<file path="config.mk">
export PLATFORM = sky130hd
export DESIGN_NAME = irqc_top
export DESIGN_NICKNAME = d
export VERILOG_FILES = /design/src/rtl/irqc_pkg.sv /design/src/rtl/irqc_cfg.sv /design/src/rtl/irqc_pend.sv /design/src/rtl/irqc_prio.sv /design/src/rtl/irqc_top.sv
export SDC_FILE = /design/constraint.sdc
export NUM_CORES = 1
export LEC_CHECK = 0
export BUFFER_PORTS_ARGS = -buffer_cell sky130_fd_sc_hd__buf_2
export CELL_PAD_IN_SITES_DETAIL_PLACEMENT = 0
export CELL_PAD_IN_SITES_GLOBAL_PLACEMENT = 1
export CORE_ASPECT_RATIO = 1.75
export CORE_MARGIN = 1.5
export CORE_UTILIZATION = 44
export CTS_BUF_LIST = sky130_fd_sc_hd__clkbuf_4 sky130_fd_sc_hd__clkbuf_8
export CTS_CLUSTER_SIZE = 28
export DETAILED_ROUTE_END_ITERATION = 7
export GPL_TIMING_DRIVEN = 0
export PLACE_DENSITY = 0.86
export SKIP_LAST_GASP = 1
export SLEW_MARGIN = 20
export SYNTH_ARGS = -nofsm -noshare
export SYNTH_HDL_FRONTEND = slang
export SYNTH_SLANG_ARGS = --single-unit
</file>
<file path="constraint.sdc">
create_clock -name clk -period 1.56 [get_ports clk]
set_clock_uncertainty 0.2 [all_clocks]
set_input_delay 0.156 -clock clk [delete_from_list [all_inputs] [get_ports clk]]
set_output_delay 0.156 -clock clk [all_outputs]
set_load 0.02 [all_outputs]
</file>
<file path="src/rtl/irqc_pkg.sv">
package irqc_pkg;
   typedef enum logic {
      CFG_ARM  = 1'b0,
      CFG_MASK = 1'b1
   } cfg_sel_e;
endpackage

</file>
<file path="src/rtl/irqc_cfg.sv">
module irqc_cfg #(
   parameter int N = 8
) (
   input  logic         clk,
   input  logic         rst_n,
   input  logic         wr_i,
   input  logic         sel_i,
   input  logic [N-1:0] data_i,
   input  logic         priv_i,
   output logic [N-1:0] arm_q,
   output logic [N-1:0] mask_q,
   output logic         err_q
);
   import irqc_pkg::*;

   logic do_write;
   logic refused;

   assign do_write = wr_i & priv_i;
   assign refused  = wr_i & ~priv_i;

   always_ff @(posedge clk or negedge rst_n) begin
      if (!rst_n) begin
         arm_q  <= '0;
         mask_q <= '0;
         err_q  <= 1'b0;
      end else begin
         err_q <= refused;
         if (do_write) begin
            if (cfg_sel_e'(sel_i) == CFG_MASK) mask_q <= data_i;
            else                               arm_q  <= data_i;
         end
      end
   end
endmodule

</file>
<file path="src/rtl/irqc_pend.sv">
module irqc_pend #(
   parameter int N = 8
) (
   input  logic         clk,
   input  logic         rst_n,
   input  logic [N-1:0] req_i,
   input  logic [N-1:0] arm_i,
   input  logic [N-1:0] clr_i,
   output logic [N-1:0] pend_q
);
   logic [N-1:0] req_d;
   logic [N-1:0] rise;

   assign rise = req_i & ~req_d;

   generate
      for (genvar k = 0; k < N; k++) begin : g_lvl
         always_ff @(posedge clk or negedge rst_n) begin
            if (!rst_n) begin
               req_d[k]  <= 1'b0;
               pend_q[k] <= 1'b0;
            end else begin
               req_d[k]  <= req_i[k];
               pend_q[k] <= ((pend_q[k] & ~clr_i[k]) | rise[k]) & arm_i[k];
            end
         end
      end
   endgenerate
endmodule

</file>
<file path="src/rtl/irqc_prio.sv">
module irqc_prio #(
   parameter int N  = 8,
   parameter int IW = 3
) (
   input  logic [N-1:0]  vec_i,
   output logic          any_o,
   output logic [IW-1:0] idx_o,
   output logic [N-1:0]  onehot_o
);
   always_comb begin
      idx_o    = '0;
      onehot_o = '0;
      for (int i = N - 1; i >= 0; i--) begin
         if (vec_i[i]) begin
            idx_o    = IW'(i);
            onehot_o = N'(1) << i;
         end
      end
   end

   assign any_o = |vec_i;
endmodule

</file>
<file path="src/rtl/irqc_top.sv">
module irqc_top #(
   parameter int N      = 8,
   parameter bit NMI_EN = 1'b1,
   localparam int IW    = (N > 1) ? $clog2(N) : 1
) (
   input  logic          clk,
   input  logic          rst_n,
   input  logic [N-1:0]  req_i,
   input  logic          cfg_wr_i,
   input  logic          cfg_sel_i,
   input  logic [N-1:0]  cfg_data_i,
   input  logic          priv_i,
   input  logic          boundary_i,
   input  logic          wait_i,
   output logic          take_o,
   output logic [IW-1:0] take_idx_o,
   output logic          wake_o,
   output logic          cfg_err_o
);
   localparam logic [N-1:0] TOP_BIT = N'(1) << (N - 1);

   generate
      if (N < 2 || N > 64) begin : g_bad_n
         $error("irqc_top: N must lie in 2..64");
      end
   endgenerate

   logic [N-1:0]  arm_q, mask_q, pend_q, eff_mask, elig, win_1h, clr;
   logic          any_elig, at_point;
   logic [IW-1:0] win_idx;

   irqc_cfg #(.N(N)) u_cfg (
      .clk(clk), .rst_n(rst_n), .wr_i(cfg_wr_i), .sel_i(cfg_sel_i),
      .data_i(cfg_data_i), .priv_i(priv_i),
      .arm_q(arm_q), .mask_q(mask_q), .err_q(cfg_err_o)
   );

   irqc_pend #(.N(N)) u_pend (
      .clk(clk), .rst_n(rst_n), .req_i(req_i), .arm_i(arm_q),
      .clr_i(clr), .pend_q(pend_q)
   );

   generate
      if (NMI_EN) begin : g_nmi
         assign eff_mask = mask_q & ~TOP_BIT;
      end else begin : g_all_maskable
         assign eff_mask = mask_q;
      end
   endgenerate

   assign elig = pend_q & arm_q & ~eff_mask;

   irqc_prio #(.N(N), .IW(IW)) u_prio (
      .vec_i(elig), .any_o(any_elig), .idx_o(win_idx), .onehot_o(win_1h)
   );

   assign at_point   = boundary_i | wait_i;
   assign take_o     = at_point & any_elig;
   assign take_idx_o = take_o ? win_idx : '0;
   assign clr        = take_o ? win_1h : '0;
   assign wake_o     = take_o & wait_i;
endmodule

</file>
==> results.yml <==
logic_synthesis:
  syn_avg_cell_area_um2: 12.58
  ys_types: 27
  synth_compound_area_frac: 0.07957
  synth-seq-area-share: 0.5787
  yosys_warnings: 0
  syn_inst: 110
  synth.ff_latch_count: 32
  synthMuxAreaShare: 0.1221
  syn_nets: 133
  syn_area_um2: 1384
  synthAdderAreaFrac: 0
  synth_top_family_by_area: "simple AND/OR/NAND/NOR gates"
  synthSimpleGateAreaFrac: 0.2197
  synth_xor_area_frac: 0
route:
  vias: 1078
  vias_per_cell: 4.878
  ant_nets: 0
  dr.pass1.iters: 4
  drtIter0Drc: 8
  wl_um: 2953
  drc_errors: 0
  wl_per_cell_um: 13.36
placement:
  dp_cells: 180
  place_ws_ps: -119.5
  portBuffers: 28
  dp_hpwl_um: 1901
  place.gp.congestion: 0.7206
timing:
  finalHoldViolations: 0
  worstMarginPinSlew_ps: 679.6
  slew_viol_final: 0
  setup_ws_ps: -260.5
  slew_headroom: 0.5470
  period_minus_slack_ps: 1820
  setup-violations-final: 7
  rsz0062_at_grt: "true"
  tns_ps: -1390
  fin_crit_sh: 1.167
  fmax_mhz: 549.3
floorplan:
  dieArea_um2: 3504
  core_um2: 2960
  die_h_um: 77.19
  std_cell_rows: 26
  io_pins: 29
  start_util: 0.4675
  die_width_um: 45.40
final_layout:
  n_antenna_cell: 0
  layout_commonest_cell: "dfrtp_1"
  n_fill_cell: 224
  area_delta_synth_final_pct: 48.46
  drive_gt1_frac: 0.4525
  layout.cells.non_filler: 221
  finalNetCount: 202
  layout_common_cells: "dfrtp_1 (32), buf_2 (26), dlygate4sd3_1 (19)"
power:
  pwr-share-comb: 0.256
  seq_power_share: 0.452
  power_mw: 2.273
  clockPowerShare: 0.291
  sw_frac_of_total: 0.2656
  p_leak_nw: 1.016
  p_sw_uw: 603.8
  power.density_nw_per_um2: 1107
  max-vdd-ir-drop_uv: 969.6
  p_int_mw: 1.670
critical_path:
  crit_buf_inv: 2
  crit_path_max_fanout: 5
  worstPathCellList: "nand3b_4 > buf_4 > o221ai_2 > a211oi_2 > buf_4"
  worstSetupStartpointType: "flip-flop"
  cp.arrival_ps: 1460
  cp_slowest_cell: "dfrtp_1"
  cp_common_cell: "buf_4"
  crit_family: "flip-flops"
  crit_path_end_kind: "output pin"
  cpPeakStageDelay_ps: 380
  worstSetupPathType: "flip-flop to output pin"
  crit_required_ps: 1200
status:
  run_status: "finished, violations left"
  violations: "setup timing"
clock_network:
  cts_tree: "built"
  h-tree-depth: 2
  cts_root_buf: "clkbuf_8"
  cts_num_sinks: 32
  clk_pin_slew_worst_paths_ps: 60
  insertion_delay_ps: 280
  cts_buffer_depth: 2
  cts_made_buffers: 5
job:
  cap_viol_max_count: 0
global_route:
  grt-ovfl-total: 0
  grt_util_all_layers: 0.2002
  grt_pass1_vias: 1117
  antenna_found_initial: 0
  grt_pass1_wl_um: 4892
  grt_max_degree: 33
min_path:
  worstHoldPathType: "primary input to flip-flop"
[state kept, by name (all words and copies together) (netlist names)]
name           cells
u_pend.req_d       8
u_pend.pend_q      8
u_cfg.mask_q       7
u_cfg.arm_q        8
u_cfg.err_q        1
[power by group through the flow]
stage / Clock [mW] / Combinational, mW / Sequential, mW
floorplan: 0 / 0.283 / 1.02
global placement: 0 / 0.386 / 1.03
detailed placement: 0 / 0.399 / 1.04
CTS: 0.687 / 0.519 / 1.03
global route: 0.714 / 0.642 / 1.04
finish: 0.662 / 0.583 / 1.03
[kinds of logic after synthesis]
group	after synthesis
compound gates	17
flops	32
mux	15
simple gates	46
[layer usage]
layer | part of all wire | global-route usage | wire length, um
met1 | 0.38 | 0.2131 | 1116
met2 | 0.56 | 0.3352 | 1662
met3 | 0.033 | 0.05647 | 97
met4 | 0.026 | 0.1059 | 76
met5 | 0 | 0 | 0
[worst register-to-register path, delay by kind of cell (launching register included)]
| family | cells | cell delay, ps |
|---|---|---|
| AND/OR/NAND/NOR | 3 | 550 |
| flip-flops | 1 | 380 |
| buffers and inverters | 2 | 290 |
| AO/OA/AOI/OAI | 1 | 130 |
[what timing repair did]
item,in CTS,in global routing
pin swaps,5,7
setup buffers,9,6
gates resized for setup,10,6
endpoints found under the hold margin,59,0
hold buffers,19,0
setup endpoints to repair,5,10
[worst paths after layout]
path	cells after the start	slack [ps]	from	end
worst max-delay path	5	-260	u_cfg.mask_q[4]	take_idx_o[0]
worst min-delay path	4	80	boundary_i	u_pend.pend_q[0]
worst max register to register	6	-130	u_pend.pend_q[1]	u_pend.pend_q[7]
worst min register to register	1	240	u_pend.req_d[3]	u_pend.pend_q[3]
max in group asynchronous	2	460	rst_n	u_pend.pend_q[1]
min in group asynchronous	2	250	rst_n	u_cfg.err_q
[cells in the mapped netlist]
| cell type | n | share of area |
|---|---|---|
| a211oi_1 | 1 | 0.0054 |
| a21boi_0 | 1 | 0.0054 |
| a21oi_1 | 2 | 0.0072 |
| a31oi_1 | 4 | 0.018 |
| and2_1 | 1 | 0.0045 |
| and2b_1 | 1 | 0.0054 |
| dfrtp_1 | 32 | 0.58 |
| mux2_2 | 15 | 0.12 |
| nand2_1 | 9 | 0.024 |
| nand2b_1 | 3 | 0.014 |
| nand3_1 | 1 | 0.0036 |
| nand3b_1 | 5 | 0.027 |
| nand3b_2 | 3 | 0.024 |
| nand3b_4 | 1 | 0.014 |
| nand4_4 | 1 | 0.015 |
| nor2_1 | 8 | 0.022 |
| nor2b_1 | 7 | 0.032 |
| nor3_1 | 2 | 0.0072 |
| nor3_4 | 1 | 0.012 |
| nor3b_1 | 1 | 0.0054 |
| o21ai_0 | 5 | 0.018 |
| o21ai_2 | 1 | 0.0063 |
| o221a_1 | 1 | 0.0081 |
| o221ai_1 | 1 | 0.0063 |
| o22ai_1 | 1 | 0.0045 |
| or2_0 | 1 | 0.0045 |
| or3_1 | 1 | 0.0045 |
[layout make-up]
type	instances	area, um^2	share of cell area
clock buffer	7	96.34	0.04689
sequential	32	800.8	0.3898
tap	42	52.55	0.02558
multi-input combinational	78	649.4	0.3161
timing repair buffer	62	455.4	0.2217
[stage by stage]
stage / hold WS (ps) / utilization / area [um^2]
3_3_place_gp: 20.87 / 0.5342 / 1582
4_1_cts: 68.92 / 0.6703 / 1984
3_5_place_dp: 38.74 / 0.5342 / 1582
2_1_floorplan: -339.6 / - / 1389
5_1_grt: 104.7 / 0.6940 / 2054
6_report: 79.06 / 0.6940 / 2054
Power figures use the tool's default switching activity.
